$ cat config.mk
export PLATFORM = sky130hd
export DESIGN_NAME = card_status_reg
export DESIGN_NICKNAME = d
export VERILOG_FILES = /design/src/rtl/card_stat_pkg.sv /design/src/rtl/cs_sync.sv /design/src/rtl/cs_guard_timer.sv /design/src/rtl/cs_event_flag.sv /design/src/rtl/cs_fifo_tracker.sv /design/src/rtl/card_status_reg.sv
export SDC_FILE = /design/constraint.sdc
export NUM_CORES = 1
export LEC_CHECK = 0
export ABC_AREA = 1
export CORE_MARGIN = 4
export CORE_UTILIZATION = 55
export CTS_BUF_LIST = sky130_fd_sc_hd__clkbuf_16
export CTS_CLUSTER_DIAMETER = 50
export DETAILED_ROUTE_END_ITERATION = 10
export DONT_BUFFER_PORTS = 1
export HOLD_SLACK_MARGIN = 0.15
export PLACE_DENSITY_LB_ADDON = 0.3
export SLEW_MARGIN = 20
export SYNTH_ARGS = -nofsm -noshare
export SYNTH_HDL_FRONTEND = slang
export SYNTH_SLANG_ARGS = --single-unit
$ cat constraint.sdc
create_clock -name clk -period 3.8 [get_ports clk]
set_clock_uncertainty 0.15 [all_clocks]
set_input_delay 0.19 -clock clk [delete_from_list [all_inputs] [get_ports clk]]
set_output_delay 0.19 -clock clk [all_outputs]
set_load 0.005 [all_outputs]
$ cat src/rtl/card_stat_pkg.sv
package card_stat_pkg;
  localparam int BIT_CLKSW = 7;
  localparam int BIT_FEMPTY = 6;
  localparam int BIT_GUARD = 5;
  localparam int BIT_PRES = 2;
  localparam int BIT_TXRX = 0;

  typedef struct packed {
    logic clksw;
    logic fifo_empty;
    logic guard_ok;
    logic present;
    logic txrx;
  } stat_t;

  function automatic logic [7:0] pack_status(input stat_t s);
    logic [7:0] b;
    b = 8'h00;
    b[BIT_CLKSW]  = s.clksw;
    b[BIT_FEMPTY] = s.fifo_empty;
    b[BIT_GUARD]  = s.guard_ok;
    b[BIT_PRES]   = s.present;
    b[BIT_TXRX]   = s.txrx;
    return b;
  endfunction
endpackage

$ cat src/rtl/cs_sync.sv
module cs_sync #(
  parameter int W = 1,
  parameter int STAGES = 2,
  parameter logic [W-1:0] INIT = '0
) (
  input  logic         clk,
  input  logic         rst_n,
  input  logic [W-1:0] d,
  output logic [W-1:0] q
);
  logic [W-1:0] stg [STAGES];

  always_ff @(posedge clk or negedge rst_n) begin
    if (!rst_n) begin
      for (int i = 0; i < STAGES; i++) stg[i] <= INIT;
    end else begin
      stg[0] <= d;
      for (int i = 1; i < STAGES; i++) stg[i] <= stg[i-1];
    end
  end

  assign q = stg[STAGES-1];
endmodule

$ cat src/rtl/cs_guard_timer.sv
module cs_guard_timer #(
  parameter int T0_LIM = 16,
  parameter int T1_LIM = 22
) (
  input  logic clk,
  input  logic rst_n,
  input  logic io_sync,
  input  logic t1_mode,
  input  logic etu_tick,
  output logic guard_done
);
  localparam int MAXL = (T0_LIM > T1_LIM) ? T0_LIM : T1_LIM;
  localparam int CW = $clog2(MAXL + 1);

  logic          io_prev;
  logic          start_seen;
  logic [CW-1:0] cnt;
  logic [CW-1:0] lim;

  assign lim        = t1_mode ? CW'(T1_LIM) : CW'(T0_LIM);
  assign start_seen = io_prev & ~io_sync;
  assign guard_done = (cnt >= lim);

  always_ff @(posedge clk or negedge rst_n) begin
    if (!rst_n) begin
      io_prev <= 1'b1;
      cnt     <= '0;
    end else begin
      io_prev <= io_sync;
      if (start_seen) cnt <= '0;
      else if (etu_tick && (cnt < lim)) cnt <= cnt + CW'(1);
    end
  end

  // a start bit restarts the count
  a_r3_restart: assert property (@(posedge clk) disable iff (!rst_n)
    start_seen |=> (cnt == '0));
  // one step per tick below the limit
  a_r4_step: assert property (@(posedge clk) disable iff (!rst_n)
    (etu_tick && !start_seen && (cnt < lim)) |=> (cnt == $past(cnt) + CW'(1)));
  // saturation bound
  a_r4_bound: assert property (@(posedge clk) disable iff (!rst_n)
    cnt <= CW'(MAXL));
  // no tick, no advance
  a_r5_hold: assert property (@(posedge clk) disable iff (!rst_n)
    (!etu_tick && !start_seen) |=> $stable(cnt));
endmodule

$ cat src/rtl/cs_event_flag.sv
module cs_event_flag (
  input  logic clk,
  input  logic rst_n,
  input  logic hard_clr,
  input  logic set_evt,
  input  logic clr_evt,
  output logic flag
);
  always_ff @(posedge clk or negedge rst_n) begin
    if (!rst_n)        flag <= 1'b0;
    else if (hard_clr) flag <= 1'b0;
    else if (set_evt)  flag <= 1'b1;
    else if (clr_evt)  flag <= 1'b0;
  end

  // set wins over a clear in the same cycle
  a_r10_set_wins: assert property (@(posedge clk) disable iff (!rst_n)
    (set_evt && !hard_clr) |=> flag);
  a_r10_clear: assert property (@(posedge clk) disable iff (!rst_n)
    (clr_evt && !set_evt && !hard_clr) |=> !flag);
  // interface reset dominates
  a_r11_hard_clr: assert property (@(posedge clk) disable iff (!rst_n)
    hard_clr |=> !flag);
  a_r12_hold: assert property (@(posedge clk) disable iff (!rst_n)
    (!set_evt && !clr_evt && !hard_clr) |=> $stable(flag));
endmodule

$ cat src/rtl/cs_fifo_tracker.sv
module cs_fifo_tracker #(
  parameter int DEPTH = 8
) (
  input  logic clk,
  input  logic rst_n,
  input  logic push,
  input  logic pop,
  output logic empty
);
  localparam int OW = $clog2(DEPTH + 1);

  logic [OW-1:0] occ;

  always_ff @(posedge clk or negedge rst_n) begin
    if (!rst_n) occ <= '0;
    else if (push && !pop && (occ < OW'(DEPTH))) occ <= occ + OW'(1);
    else if (pop && !push && (occ != '0)) occ <= occ - OW'(1);
  end

  assign empty = (occ == '0);

  // occupancy bound and fill behaviour
  a_r6_bound: assert property (@(posedge clk) disable iff (!rst_n)
    occ <= OW'(DEPTH));
  a_r6_fill: assert property (@(posedge clk) disable iff (!rst_n)
    (push && !pop) |=> !empty);
endmodule

$ cat src/rtl/card_status_reg.sv
module card_status_reg
  import card_stat_pkg::*;
#(
  parameter int ADDR_W = 4,
  parameter int REG_ADDR = 12,
  parameter int T0_LIM = 16,
  parameter int T1_LIM = 22,
  parameter int FIFO_DEPTH = 8
) (
  input  logic              clk,
  input  logic              rst_n,
  input  logic              intf_rst,
  input  logic              etu_tick,
  input  logic              io_raw,
  input  logic              t1_mode,
  input  logic              card_present_raw,
  input  logic              enter_tx,
  input  logic              enter_rx,
  input  logic              tx_char_done,
  input  logic              tx_parity_err,
  input  logic              last_char_ctl,
  input  logic              rx_buf_full,
  input  logic              tx_reg_write,
  input  logic              rx_reg_read,
  input  logic              fifo_push,
  input  logic              fifo_pop,
  input  logic              clk_half_done,
  input  logic              clk_xtal_done,
  input  logic              rd_en,
  input  logic [ADDR_W-1:0] rd_addr,
  output logic              rd_valid,
  output logic [7:0]        rd_data
);
  logic [1:0] sync_q;
  logic       io_s;
  logic       pres_s;
  logic       guard_done;
  logic       fifo_empty;
  logic       txrx_set, txrx_clr, txrx_flag;
  logic       clksw_flag;
  logic       rd_hit;
  stat_t      st;

  cs_sync #(.W(2), .STAGES(2), .INIT(2'b01)) u_sync (
    .clk(clk), .rst_n(rst_n), .d({card_present_raw, io_raw}), .q(sync_q));
  assign io_s   = sync_q[0];
  assign pres_s = sync_q[1];

  cs_guard_timer #(.T0_LIM(T0_LIM), .T1_LIM(T1_LIM)) u_guard (
    .clk(clk), .rst_n(rst_n), .io_sync(io_s), .t1_mode(t1_mode),
    .etu_tick(etu_tick), .guard_done(guard_done));

  cs_fifo_tracker #(.DEPTH(FIFO_DEPTH)) u_fifo (
    .clk(clk), .rst_n(rst_n), .push(fifo_push), .pop(fifo_pop),
    .empty(fifo_empty));

  // last character sent cleanly does not raise the flag
  assign txrx_set = enter_tx | rx_buf_full
                  | (tx_char_done & ~(last_char_ctl & ~tx_parity_err));
  assign txrx_clr = tx_reg_write | rx_reg_read | enter_rx;

  cs_event_flag u_txrx (
    .clk(clk), .rst_n(rst_n), .hard_clr(intf_rst), .set_evt(txrx_set),
    .clr_evt(txrx_clr), .flag(txrx_flag));

  cs_event_flag u_clksw (
    .clk(clk), .rst_n(rst_n), .hard_clr(intf_rst), .set_evt(clk_half_done),
    .clr_evt(clk_xtal_done), .flag(clksw_flag));

  always_comb begin
    st.clksw      = clksw_flag;
    st.fifo_empty = fifo_empty;
    st.guard_ok   = guard_done;
    st.present    = pres_s;
    st.txrx       = txrx_flag;
  end

  assign rd_hit = (rd_addr == ADDR_W'(REG_ADDR));

  always_ff @(posedge clk or negedge rst_n) begin
    if (!rst_n) begin
      rd_valid <= 1'b0;
      rd_data  <= 8'h00;
    end else begin
      rd_valid <= rd_en;
      if (rd_en) rd_data <= rd_hit ? pack_status(st) : 8'h00;
    end
  end

  // a read returns data one cycle later
  a_r2_valid: assert property (@(posedge clk) disable iff (!rst_n)
    rd_en |=> rd_valid);
  // unused positions stay zero
  a_r13_unused_zero: assert property (@(posedge clk) disable iff (!rst_n)
    rd_valid |-> (rd_data[4:3] == 2'b00 && !rd_data[1]));
  a_r13_miss: assert property (@(posedge clk) disable iff (!rst_n)
    (rd_en && !rd_hit) |=> (rd_data == 8'h00));
  // clean last character alone leaves the flag clear
  a_r9_exception: assert property (@(posedge clk) disable iff (!rst_n)
    (!txrx_flag && tx_char_done && last_char_ctl && !tx_parity_err
     && !enter_tx && !rx_buf_full) |=> !txrx_flag);
endmodule

==> results_dict.tcl <==
set metrics [dict create \
    pre_cts_ws_ns 1.98 \
    setup_viol 0 \
    portBuffers 0 \
    die_w_um 54.1 \
    grt_pass1_wl_um 3820 \
    cpMostUsedCell "dlygate4sd3_1" \
    overflow 0 \
    die_h_um 54.1 \
    critPathBufInv 3 \
    holdPathEnd "u_fifo.occ[2]$_DFFE_PN0P_" \
    vias 909 \
    drc 0 \
    grt_setup_unrepaired "false" \
    synthesis.area_um2 1170 \
    worstSetupPathType "input port to register" \
    cts_buffer_depth 2 \
    total_leakage_power_nw 0.733 \
    use_met1_pct 20.3 \
    clk_pin_slew_worst_paths_ns 0.06 \
    layout_min_cycle_time_ns 2.12 \
    slowest_stage "dlygate4sd3_1" \
    clock.fmax_ghz 0.471 \
    whs_ns 0.190 \
    status "finished, final reports clean" \
    synth_warnings 0 \
    layout.nets 184 \
    setup_slack_ns 1.68 \
    slew_violations 0 \
    rrSetupSlack_ns 1.80 \
    clk_latency_ns 0.25 \
    diodes 0 \
    vdd.ir_drop.worst_v 0.000530 \
    drive_gt1_share_pct 11.8 \
    cts_setup_buffers 0 \
    syn_inst 136 \
    cts_root_buf "clkbuf_16" \
    synth-seq-cells 22 \
    crit_path_start_kind "input port" \
    maxCapViolations 0 \
    cts_sinks 22 \
    crit_arrival_ns 2.16 \
    nFillCells 132 \
    min-delay-start "fifo_pop" \
    fin_crit_sh_pct 55.9 \
    power.density_nw_per_um2 546 \
    area_growth_pct 22.6 \
    tightest_slew_ns 0.956 \
    post_cts_resized 0 \
    hold_viol_final 0 \
    final_util_pct 72.3 \
    cp.required_ns 3.83 \
    pin_count 33 \
    syn-mean-instance-area_um2 8.60 \
    core_area_um2 1980 \
    antenna_left 0 \
    dr.pass1.iters 2 \
    r2r-end "u_txrx.flag$_DFFE_PN0P_" \
    grt_max_degree 23 \
    start_util_pct 59.0 \
    end_kind "register" \
    globalplace.congestion 0.782 \
    wl_um 2270 \
    grt_pass1_vias 899 \
    dieArea_um2 2930 \
    htreeDepth 1 \
    startpoint "enter_rx" \
    worstPathCellList "dlygate4sd3_1 -> nor3_1 -> dlygate4sd3_1 -> nor2_1 -> dlygate4sd3_1 -> nor2_1" \
    cts_made_buffers 3 \
    cp_max_fo 1 \
    multiInputGateArea_um2 508 \
    via_per_inst 5.05 \
    first_iter_violations 5 \
    min_delay_path_depth 5 \
    grt_use_total_pct 18.7 \
    rr_worst_depth 6 \
    rr_startpoint "u_txrx.flag$_DFFE_PN0P_" \
    cts_tree "built" \
    hp-class "input port to register" \
    post_drt_wl_per_cell_um 12.6 \
    grt.busiest_layer "met2" \
    seq_area_um2 554 \
    cts_hold_buf 14 \
    total_power_mw 0.782 \
    cp_top_family "buffers and inverters" \
    seq_area_frac_synth_pct 47.4 \
    row_count 16 \
    use_met2_pct 33.9 \
    slew-limit-headroom_pct 36.0 \
    finalSetupTns_ns 0 \
    grt_antenna_before_repair 0 \
    dpl.hpwl_um 1530 \
    grtUsageMet3_pct 5.26 \
    ys_types 24 \
    cpPeakStageDelay_ns 0.57 \
]
[logic make-up after synthesis]
group / after synthesis / share of synthesized area (%)
other cells: 1 / 0.321
simple gates: 73 / 30.5
fa+ha+maj: 6 / 7.06
flops: 22 / 47.4
xor+xnor: 2 / 1.50
compound gates: 8 / 3.42
buf+inv: 24 / 9.84
[metal layers]
metal,part of all wire (%),vias up
met5,0,-
met4,1.5,0
met3,3.6,5
met2,56,13
met1,39,432
li1,-,459
[sequential cells by signal, indices dropped and copies added (netlist names)]
name / flops
rd_data: 5
u_fifo.occ: 4
u_sync.stg: 2
u_guard.cnt: 5
rd_valid: 1
u_txrx.flag: 1
u_clksw.flag: 1
u_sync.q: 2
u_guard.io_prev: 1
[worst reg2reg max path, cell delays in order (launching register included)]
cell and delay (ns):
dfrtp_1 0.35, nand2_1 0.06, nor3_1 0.13, dlygate4sd3_1 0.57, nor2_1 0.04, dlygate4sd3_1 0.54
nor2_1 0.09
[stage by stage]
step                      instances  area (um^2)
final                           180         1430
after global routing            180         1430
after CTS                       180         1430
after detailed placement        162         1190
after global placement          162         1190
after floorplan                 138         1180
[synth_stat cells]
cell	count	area [um^2]
nand2_1	34	128
dfrtp_1	19	475
inv_1	17	63.8
nor2_1	12	45.0
nand3_1	11	55.1
nand4_1	7	43.8
ha_1	5	62.6
o21ai_1	5	25.0
buf_4	3	22.5
dfstp_2	3	78.8
inv_2	3	11.3
a21oi_1	2	10.0
nand2_2	2	12.5
nand2_4	2	22.5
xor2_1	2	17.5
bufinv_8	1	17.5
conb_1	1	3.75
fa_1	1	20.0
nand3_2	1	10.0
nand3b_1	1	7.51
nor2_4	1	11.3
nor3_1	1	5.00
nor3_4	1	16.3
o21ai_0	1	5.00
[placed cells by master (no fill, tap or decap)]
| cell | instances |
|---|---|
| xor2_1 | 2 |
| o21ai_1 | 5 |
| fa_1 | 1 |
| o21ai_0 | 1 |
| nand3_1 | 11 |
| clkbuf_16 | 3 |
| ha_1 | 5 |
| nor2_1 | 12 |
| conb_1 | 3 |
| inv_2 | 3 |
| bufinv_16 | 1 |
| nand2_4 | 2 |
| bufinv_8 | 1 |
| nand3b_1 | 1 |
| nand2_1 | 34 |
| nor2_4 | 1 |
| dfstp_2 | 3 |
| nand4_1 | 7 |
| inv_1 | 17 |
| a21oi_1 | 2 |
| nor3_1 | 1 |
| dfrtp_1 | 19 |
| nand3_2 | 1 |
| dlygate4sd3_1 | 14 |
| nor3_4 | 1 |
| nand2_2 | 2 |
[area by class of cell]
type,count,share of cell area (%)
clock inverter,1,2.09
tap,27,2.36
sequential,22,38.7
inverter,21,6.46
timing repair buffer,14,9.77
clock buffer,3,5.24
multi-input combinational,92,35.4
[how the worst max path moves through the flow]
stage / to / slack, ns / cells after the start
3_3_place_gp: u_fifo.occ[3]$_DFFE_PN0P_ / 2.06 / 8
4_1_cts: u_txrx.flag$_DFFE_PN0P_ / 1.74 / 6
5_1_grt: u_txrx.flag$_DFFE_PN0P_ / 1.62 / 6
2_1_floorplan: u_fifo.occ[3]$_DFFE_PN0P_ / 2.11 / 8
6_report: u_txrx.flag$_DFFE_PN0P_ / 1.68 / 6
3_5_place_dp: u_fifo.occ[3]$_DFFE_PN0P_ / 1.98 / 8
[power by group]
group	leakage, nW	internal [mW]	switching, mW
registers	0.275	0.269	0.0371
clock network	0.0511	0.209	0.0830
logic	0.406	0.0838	0.101
total	0.733	0.562	0.221
(Power assumes the default switching activity.)
